## config.mk

```make
export PLATFORM = sky130hd
export DESIGN_NAME = flash_recovery_ctrl
export DESIGN_NICKNAME = d
export VERILOG_FILES = /design/src/rtl/frc_pkg.sv /design/src/rtl/frc_tap_regs.sv /design/src/rtl/frc_clk_div.sv /design/src/rtl/frc_erase_fsm.sv /design/src/rtl/flash_recovery_ctrl.sv
export SDC_FILE = /design/constraint.sdc
export NUM_CORES = 1
export LEC_CHECK = 0
export ABC_AREA = 0
export ABC_CLOCK_PERIOD_IN_PS = 2800
export BUFFER_PORTS_ARGS = -buffer_cell sky130_fd_sc_hd__buf_2
export CAP_MARGIN = 40
export CORE_AREA = 8 8 65 67
export DETAILED_ROUTE_END_ITERATION = 12
export DIE_AREA = 0 0 73 75
export PLACE_DENSITY = 0.75
export SYNTH_ARGS = -nofsm -noshare
export SYNTH_HDL_FRONTEND = slang
export SYNTH_HIERARCHICAL = 1
export SYNTH_SLANG_ARGS = --single-unit
```

## constraint.sdc

```tcl
create_clock -name clk -period 2.8 [get_ports clk]
set_clock_uncertainty 0.1 [all_clocks]
set_input_delay 0.56 -clock clk [delete_from_list [all_inputs] [get_ports clk]]
set_output_delay 0.56 -clock clk [all_outputs]
set_load 0.02 [all_outputs]
```

## src/rtl/frc_pkg.sv

```systemverilog
package frc_pkg;

    typedef enum logic [1:0] {
        S_IDLE        = 2'd0,
        S_WAIT_CLKCFG = 2'd1,
        S_ERASE       = 2'd2,
        S_DONE        = 2'd3
    } frc_state_e;

    // tick period in clocks for a {prescale_sel, N} setting
    function automatic int unsigned frc_period(input logic pre_sel,
                                               input int unsigned n,
                                               input int unsigned ratio);
        return (pre_sel ? ratio : 1) * (n + 1);
    endfunction

endpackage

```

## src/rtl/frc_tap_regs.sv

```systemverilog
module frc_tap_regs #(
    parameter int unsigned IR_W     = 4,
    parameter int unsigned DR_W     = 7,
    parameter logic [IR_W-1:0] RECOV_OP = 4'hB
) (
    input  logic            clk,
    input  logic            rst_n,
    input  logic            ir_upd,
    input  logic [IR_W-1:0] ir_code,
    input  logic            dr_shift,
    input  logic            dr_tdi,
    input  logic            upd_accept,
    output logic            recov_mode,
    output logic [DR_W-1:0] jtag_cfg
);

    logic [DR_W-1:0] shift_q;
    logic            recov_q;

    // instruction decode: the selected opcode is held between strobes
    always_ff @(posedge clk or negedge rst_n) begin
        if (!rst_n) begin
            recov_q <= 1'b0;
        end else if (ir_upd) begin
            recov_q <= (ir_code == RECOV_OP);
        end
    end

    // serial capture, least significant bit first
    always_ff @(posedge clk or negedge rst_n) begin
        if (!rst_n) begin
            shift_q <= '0;
        end else if (dr_shift && recov_q) begin
            shift_q <= {dr_tdi, shift_q[DR_W-1:1]};
        end
    end

    // committed divider value, written only when the sequencer allows
    always_ff @(posedge clk or negedge rst_n) begin
        if (!rst_n) begin
            jtag_cfg <= '0;
        end else if (upd_accept) begin
            jtag_cfg <= shift_q;
        end
    end

    assign recov_mode = recov_q;

endmodule

```

## src/rtl/frc_clk_div.sv

```systemverilog
module frc_clk_div #(
    parameter int unsigned DIV_W     = 6,
    parameter int unsigned PRE_RATIO = 8
) (
    input  logic           clk,
    input  logic           rst_n,
    input  logic [DIV_W:0] cfg,
    output logic           tick
);

    localparam int unsigned PRE_W = (PRE_RATIO > 1) ? $clog2(PRE_RATIO) : 1;
    localparam logic [PRE_W-1:0] PRE_MAX = PRE_W'(PRE_RATIO - 1);

    logic [PRE_W-1:0] pre_q;
    logic [DIV_W-1:0] main_q;
    logic [DIV_W:0]   cfg_q;
    logic             pre_sel;
    logic [DIV_W-1:0] div_n;
    logic             restart;
    logic             pre_carry;
    logic             main_wrap;

    assign pre_sel   = cfg[DIV_W];
    assign div_n     = cfg[DIV_W-1:0];
    assign restart   = (cfg != cfg_q);
    assign pre_carry = !pre_sel || (pre_q == PRE_MAX);
    assign main_wrap = (main_q == div_n);

    always_ff @(posedge clk or negedge rst_n) begin
        if (!rst_n) begin
            cfg_q  <= '0;
            pre_q  <= '0;
            main_q <= '0;
        end else begin
            cfg_q <= cfg;
            if (restart) begin
                pre_q  <= '0;
                main_q <= '0;
            end else if (pre_carry) begin
                pre_q  <= '0;
                main_q <= main_wrap ? '0 : main_q + 1'b1;
            end else begin
                pre_q <= pre_q + 1'b1;
            end
        end
    end

    assign tick = pre_carry && main_wrap && !restart;

endmodule

```

## src/rtl/frc_erase_fsm.sv

```systemverilog
module frc_erase_fsm
    import frc_pkg::*;
(
    input  logic clk,
    input  logic rst_n,
    input  logic por_n,
    input  logic recov_mode,
    input  logic upd_req,
    input  logic erase_done,
    input  logic sec_bytes_locked,
    output logic upd_accept,
    output logic locked,
    output logic erase_req,
    output logic erase_complete,
    output logic dbg_rd_block
);

    frc_state_e state_q, state_d;
    logic       sticky_q;
    logic       sec_q;
    logic       load_pend_q;

    // state register
    always_ff @(posedge clk or negedge rst_n) begin
        if (!rst_n) begin
            state_q <= S_IDLE;
        end else begin
            state_q <= state_d;
        end
    end

    // next state
    always_comb begin
        state_d = state_q;
        unique case (state_q)
            S_IDLE:        if (recov_mode) state_d = S_WAIT_CLKCFG;
            S_WAIT_CLKCFG: begin
                if (upd_req)          state_d = S_ERASE;
                else if (!recov_mode) state_d = S_IDLE;
            end
            S_ERASE:       if (erase_done) state_d = S_DONE;
            S_DONE:        state_d = S_DONE;
            default:       state_d = S_IDLE;
        endcase
    end

    // outputs decoded from state
    always_comb begin
        erase_req  = 1'b0;
        locked     = 1'b0;
        upd_accept = 1'b0;
        unique case (state_q)
            S_IDLE:        upd_accept = upd_req;
            S_WAIT_CLKCFG: upd_accept = upd_req;
            S_ERASE: begin
                erase_req = 1'b1;
                locked    = 1'b1;
            end
            S_DONE:        locked = 1'b1;
            default: ;
        endcase
    end

    // erase-complete flag kept through system reset
    always_ff @(posedge clk or negedge por_n) begin
        if (!por_n) begin
            sticky_q <= 1'b0;
        end else if (rst_n && load_pend_q) begin
            sticky_q <= 1'b0;
        end else if (state_q == S_ERASE && erase_done) begin
            sticky_q <= 1'b1;
        end
    end

    // security sampled once, on the first clock after reset
    always_ff @(posedge clk or negedge rst_n) begin
        if (!rst_n) begin
            sec_q       <= 1'b1;
            load_pend_q <= 1'b1;
        end else if (load_pend_q) begin
            sec_q       <= sticky_q ? 1'b0 : sec_bytes_locked;
            load_pend_q <= 1'b0;
        end
    end

    assign erase_complete = sticky_q;
    assign dbg_rd_block   = sec_q;

endmodule

```

## src/rtl/flash_recovery_ctrl.sv

```systemverilog
module flash_recovery_ctrl #(
    parameter int unsigned IR_W      = 4,
    parameter int unsigned DIV_W     = 6,
    parameter int unsigned PRE_RATIO = 8,
    parameter logic [IR_W-1:0] RECOV_OP = 4'hB
) (
    input  logic             clk,
    input  logic             por_n,
    input  logic             rst_n,
    input  logic             ir_upd,
    input  logic [IR_W-1:0]  ir_code,
    input  logic             dr_shift,
    input  logic             dr_tdi,
    input  logic             dr_upd,
    input  logic [DIV_W:0]   norm_clkdiv,
    input  logic             sec_bytes_locked,
    input  logic             erase_done,
    output logic             tm_tick,
    output logic             erase_req,
    output logic             erase_complete,
    output logic             recov_mode,
    output logic             dbg_rd_block
);

    localparam int unsigned DR_W = DIV_W + 1;

    logic            sys_rst_n;
    logic            upd_accept;
    logic            locked;
    logic [DR_W-1:0] jtag_cfg;
    logic [DR_W-1:0] eff_cfg;

    assign sys_rst_n = rst_n & por_n;

    frc_tap_regs #(
        .IR_W     (IR_W),
        .DR_W     (DR_W),
        .RECOV_OP (RECOV_OP)
    ) u_tap (
        .clk        (clk),
        .rst_n      (sys_rst_n),
        .ir_upd     (ir_upd),
        .ir_code    (ir_code),
        .dr_shift   (dr_shift),
        .dr_tdi     (dr_tdi),
        .upd_accept (upd_accept),
        .recov_mode (recov_mode),
        .jtag_cfg   (jtag_cfg)
    );

    frc_erase_fsm u_fsm (
        .clk              (clk),
        .rst_n            (sys_rst_n),
        .por_n            (por_n),
        .recov_mode       (recov_mode),
        .upd_req          (dr_upd & recov_mode),
        .erase_done       (erase_done),
        .sec_bytes_locked (sec_bytes_locked),
        .upd_accept       (upd_accept),
        .locked           (locked),
        .erase_req        (erase_req),
        .erase_complete   (erase_complete),
        .dbg_rd_block     (dbg_rd_block)
    );

    // test-port value wins while recovery is selected or the erase owns it
    assign eff_cfg = (recov_mode || locked) ? jtag_cfg : norm_clkdiv;

    frc_clk_div #(
        .DIV_W     (DIV_W),
        .PRE_RATIO (PRE_RATIO)
    ) u_div (
        .clk   (clk),
        .rst_n (sys_rst_n),
        .cfg   (eff_cfg),
        .tick  (tm_tick)
    );

endmodule

```

==> reports/results.txt <==
The checks that failed: negative setup slack. The post-layout utilization of the core was 0.621. The design draws 1.18 mW. The logs give -0.179 ns for the setup slack of the critical path after layout and 1161 for the total number of vias. The mean routed wirelength per cell came out at 15.6 um. Total clock sinks: 36. The worst path in the final design needs a cycle of 2.98 ns, including I/O delays and setup.

Routability-driven placement finished with a final weighted congestion of 0.834. The worst setup path is launched from a register. The logs give 0.520 for the initial core utilization and 36 for the pin count of the biggest net entering global routing. In this run the vertical extent of the chip is 75 um. The overall routed net length was 3.40 mm; the number of DRC markers after the initial detailed-route iteration was 34. The I/O pin total is 25. Setup total negative slack on the finished layout was measured at -0.179 ns.

TritonCTS built the clock tree. Main combinational cell family by area after synthesis: simple AND/OR/NAND/NOR gates. For the global routing usage summed across all routing layers, the log shows 0.139.

The number of antenna cells inserted came out at 0. Placed wire-length estimate: 2.53 mm. Count of final setup violators: 1. The final cycle utilization of the critical path was 1.06; the clock-pin transition on the worst setup and hold timing paths was 0.11 ns.

The tools report the DRC violation count after routing as 0. The count of nets left with antenna violations once routing finished came out at 0. In the routed layout, each cell is associated on average with a via count of 5.33. Relative to the synthesized area, the layout overhead comes to 19.4%. For the post-place instance area, the log shows 0.00189 sq mm. In the synthesized netlist, the cells that appear most often are sky130_fd_sc_hd__dfrtp_1 (34), sky130_fd_sc_hd__mux2_2 (22), sky130_fd_sc_hd__xnor2_1 (10), sky130_fd_sc_hd__nor3_1 (8), sky130_fd_sc_hd__nand2_1 (7).

In this run the power density over the cells is 590 mW/mm^2. STA classifies the critical path endpoint as an output port. Buffers inserted during clock tree synthesis total 5. Synthesis inferred 36 register bits. The number of cells in the finished layout apart from fillers is 218, and the compound-cell area share of the yosys netlist is 0.0536. The worst-case IR drop observed on VDD is 0.000372 V.

The fraction of the mapped netlist area in adder cells was 0.0223. Along the worst path, the maximum fanout reaches 7. For the pin with the worst max-slew slack, the measured transition is 0.669 ns.

The placeable core area is 0.00323 sq mm. The run finished, with violations left. After global routing the overflow that remains totals 0. The count of pins over their slew limit is 0.

sky130_fd_sc_hd__dfrtp_1 is the most common cell in the netlist. The number of global-route vias before repair was 1274; the share of the synthesized area in the top cell type was 0.506. The H-tree was split into 2 levels. The tools report the arrival time at the worst endpoint as 2.32 ns. The finished cells cover 0.00201 sq mm.

Initial antenna violation count: 0. The largest total area in the synthesized netlist belongs to sky130_fd_sc_hd__dfrtp_1. Across the run, the number of max-cap violations was 0. The run gives 157 as the number of nets in the synthesized netlist. Critical path class: reg2out. Counting flops with a built-in enable in the synthesized netlist gives 0.

Synthesis produced 134 cells. The logs give 4 for the number of detailed-route iterations in the first pass and 207 for the number of placed cells counting well taps. Summing all flip-flop and latch instances after layout gives 905 sq um.

Worst max-slew margin expressed relative to the limit: 0.553. Yosys attributes the largest share of cell area to sky130_fd_sc_hd__dfrtp_1 (51%), sky130_fd_sc_hd__mux2_2 (15%), sky130_fd_sc_hd__xnor2_1 (5.2%). For this design the static power due to leakage is 0.948 nW. The die covers 0.00548 sq mm. The number of buffers inserted by port buffering is 24.

From left edge to right edge, the die measures 73 um. Counting the fill cells in the layout gives 258. The multi-input combinational cell area is 779 sq um, and the share of synthesized area occupied by flip-flops and latches is 0.538. The clock reaches the later pin of the worst-skew pair after 0.35 ns.

Final hold analysis gives a worst-case slack of 0.279 ns. The tools report the data required time of the critical path as 2.14 ns. The clock root buffer was sky130_fd_sc_hd__clkbuf_4. Type of the tightest min-delay check: in2async.

The area fraction in and, or, nand and nor cells after synthesis was 0.150; the worst setup slack after placement was 0.0735 ns. The share of synthesized registers carrying an async set or reset was 1.00. The first global-routing pass estimated 5.73 mm of wire.

Post-synthesis xor/xnor area fraction: 0.0730. The maximum clock path buffer count is 2, and the layout cell share with drive strength beyond 1 is 0.430. The final layout contains 194 nets.

Yosys mapped the design onto 34 distinct sky130hd cell types. The share of synthesized area spent on multiplexers was 0.147. The most instantiated flip-flop cell in the synthesis netlist was sky130_fd_sc_hd__dfrtp_1.

A synthesized cell averages 12.5 sq um. The tools report the number of core rows as 21. Setup repair after global routing could not meet its margin everywhere.

The logs give 336 MHz for the highest clock frequency the design can meet and 6 for the number of synthesis warnings. The synthesized netlist occupies a cell area of 0.00168 sq mm. The final-report hold violation count came out at 0.
## placed cells by master, fill, tap and decap left out, types with 4 or more instances in the layout
cell / count
sky130_fd_sc_hd__mux2_2: 19
sky130_fd_sc_hd__nand2_1: 6
sky130_fd_sc_hd__dfrtp_1: 33
sky130_fd_sc_hd__nor3_1: 7
sky130_fd_sc_hd__buf_2: 23
sky130_fd_sc_hd__buf_4: 9
sky130_fd_sc_hd__clkbuf_4: 5
sky130_fd_sc_hd__and2_1: 4
sky130_fd_sc_hd__o21ai_0: 4
sky130_fd_sc_hd__a21oi_1: 4
sky130_fd_sc_hd__xnor2_1: 10
## final cells by class
type                       instances  area share
tap                               46      0.0287
clock buffer                       6      0.0256
clock inverter                     2     0.00499
sequential                        36       0.451
multi-input combinational         92       0.388
inverter                           3     0.00561
timing repair buffer              33      0.0960
## worst max-delay path: stages (launching register included)
cell,delay [ns]
sky130_fd_sc_hd__dfrtp_2,0.44
sky130_fd_sc_hd__nor2_4,0.25
sky130_fd_sc_hd__mux2_4,0.36
sky130_fd_sc_hd__xor2_2,0.17
sky130_fd_sc_hd__nor4_4,0.34
sky130_fd_sc_hd__nand4_4,0.12
sky130_fd_sc_hd__nor2b_1,0.13
sky130_fd_sc_hd__buf_4,0.15
## cell families (layout without fill, tap and decap cells)
family,count (synthesis),after routing
adders and majority gates,3,3
xor gates and xnor gates,14,14
AOI/OAI and AO/OA,15,15
buffers and inverters,6,44
and+or+nand+nor,37,37
DFF,36,36
muxes,22,22
other,1,1
## routing by layer
layer / GRT usage / vias up / part of all wire
met3: 0.0360 / 14 / 0.047
met4: 0.0844 / 0 / 0.032
met5: 0 / - / 0
li1: - / 543 / -
met1: 0.155 / 575 / 0.43
met2: 0.234 / 29 / 0.49
## worst paths after layout
kind | slack [ns] | startpoint | cells past startpoint | endpoint
max | -0.18 | u_fsm/state_q[1] | 7 | tm_tick
min | 0.28 | rst_n | 3 | u_fsm/state_q[1]
max reg2reg | 0.45 | u_fsm/state_q[1] | 7 | u_div/main_q[2]
min reg2reg | 0.35 | u_div/pre_q[0] | 1 | u_div/pre_q[0]
max in group asynchronous | 1.42 | por_n | 4 | u_fsm/dbg_rd_block
min in group clk | 0.34 | sec_bytes_locked | 3 | u_fsm/dbg_rd_block
## power by group
| group | switching, mW | internal, mW |
|---|---|---|
| sequential | 0.0377 | 0.575 |
| combinational | 0.146 | 0.133 |
| clock | 0.172 | 0.119 |
| total | 0.356 | 0.828 |
## timing repair
| action | 4_1_cts | 5_1_grt |
|---|---|---|
| hold buffers | 1 | 0 |
| buffers inserted | 1 | 1 |
| setup endpoints to repair | 1 | 1 |
| hold endpoints to repair | 1 | 0 |
| gates resized for setup | 6 | 2 |
| pin swaps | 3 | 2 |
## state kept, by name (all words and copies together), names as in the netlist
name,flops
u_div/pre_q,3
u_fsm/dbg_rd_block,1
u_fsm/state_q,2
u_tap/recov_mode,1
u_fsm/erase_complete,1
u_fsm/load_pend_q,1
u_tap/jtag_cfg,7
u_tap/shift_q,7
u_div/main_q,6
u_div/cfg_q,7
Note: power is estimated with default switching activity, not from simulation.
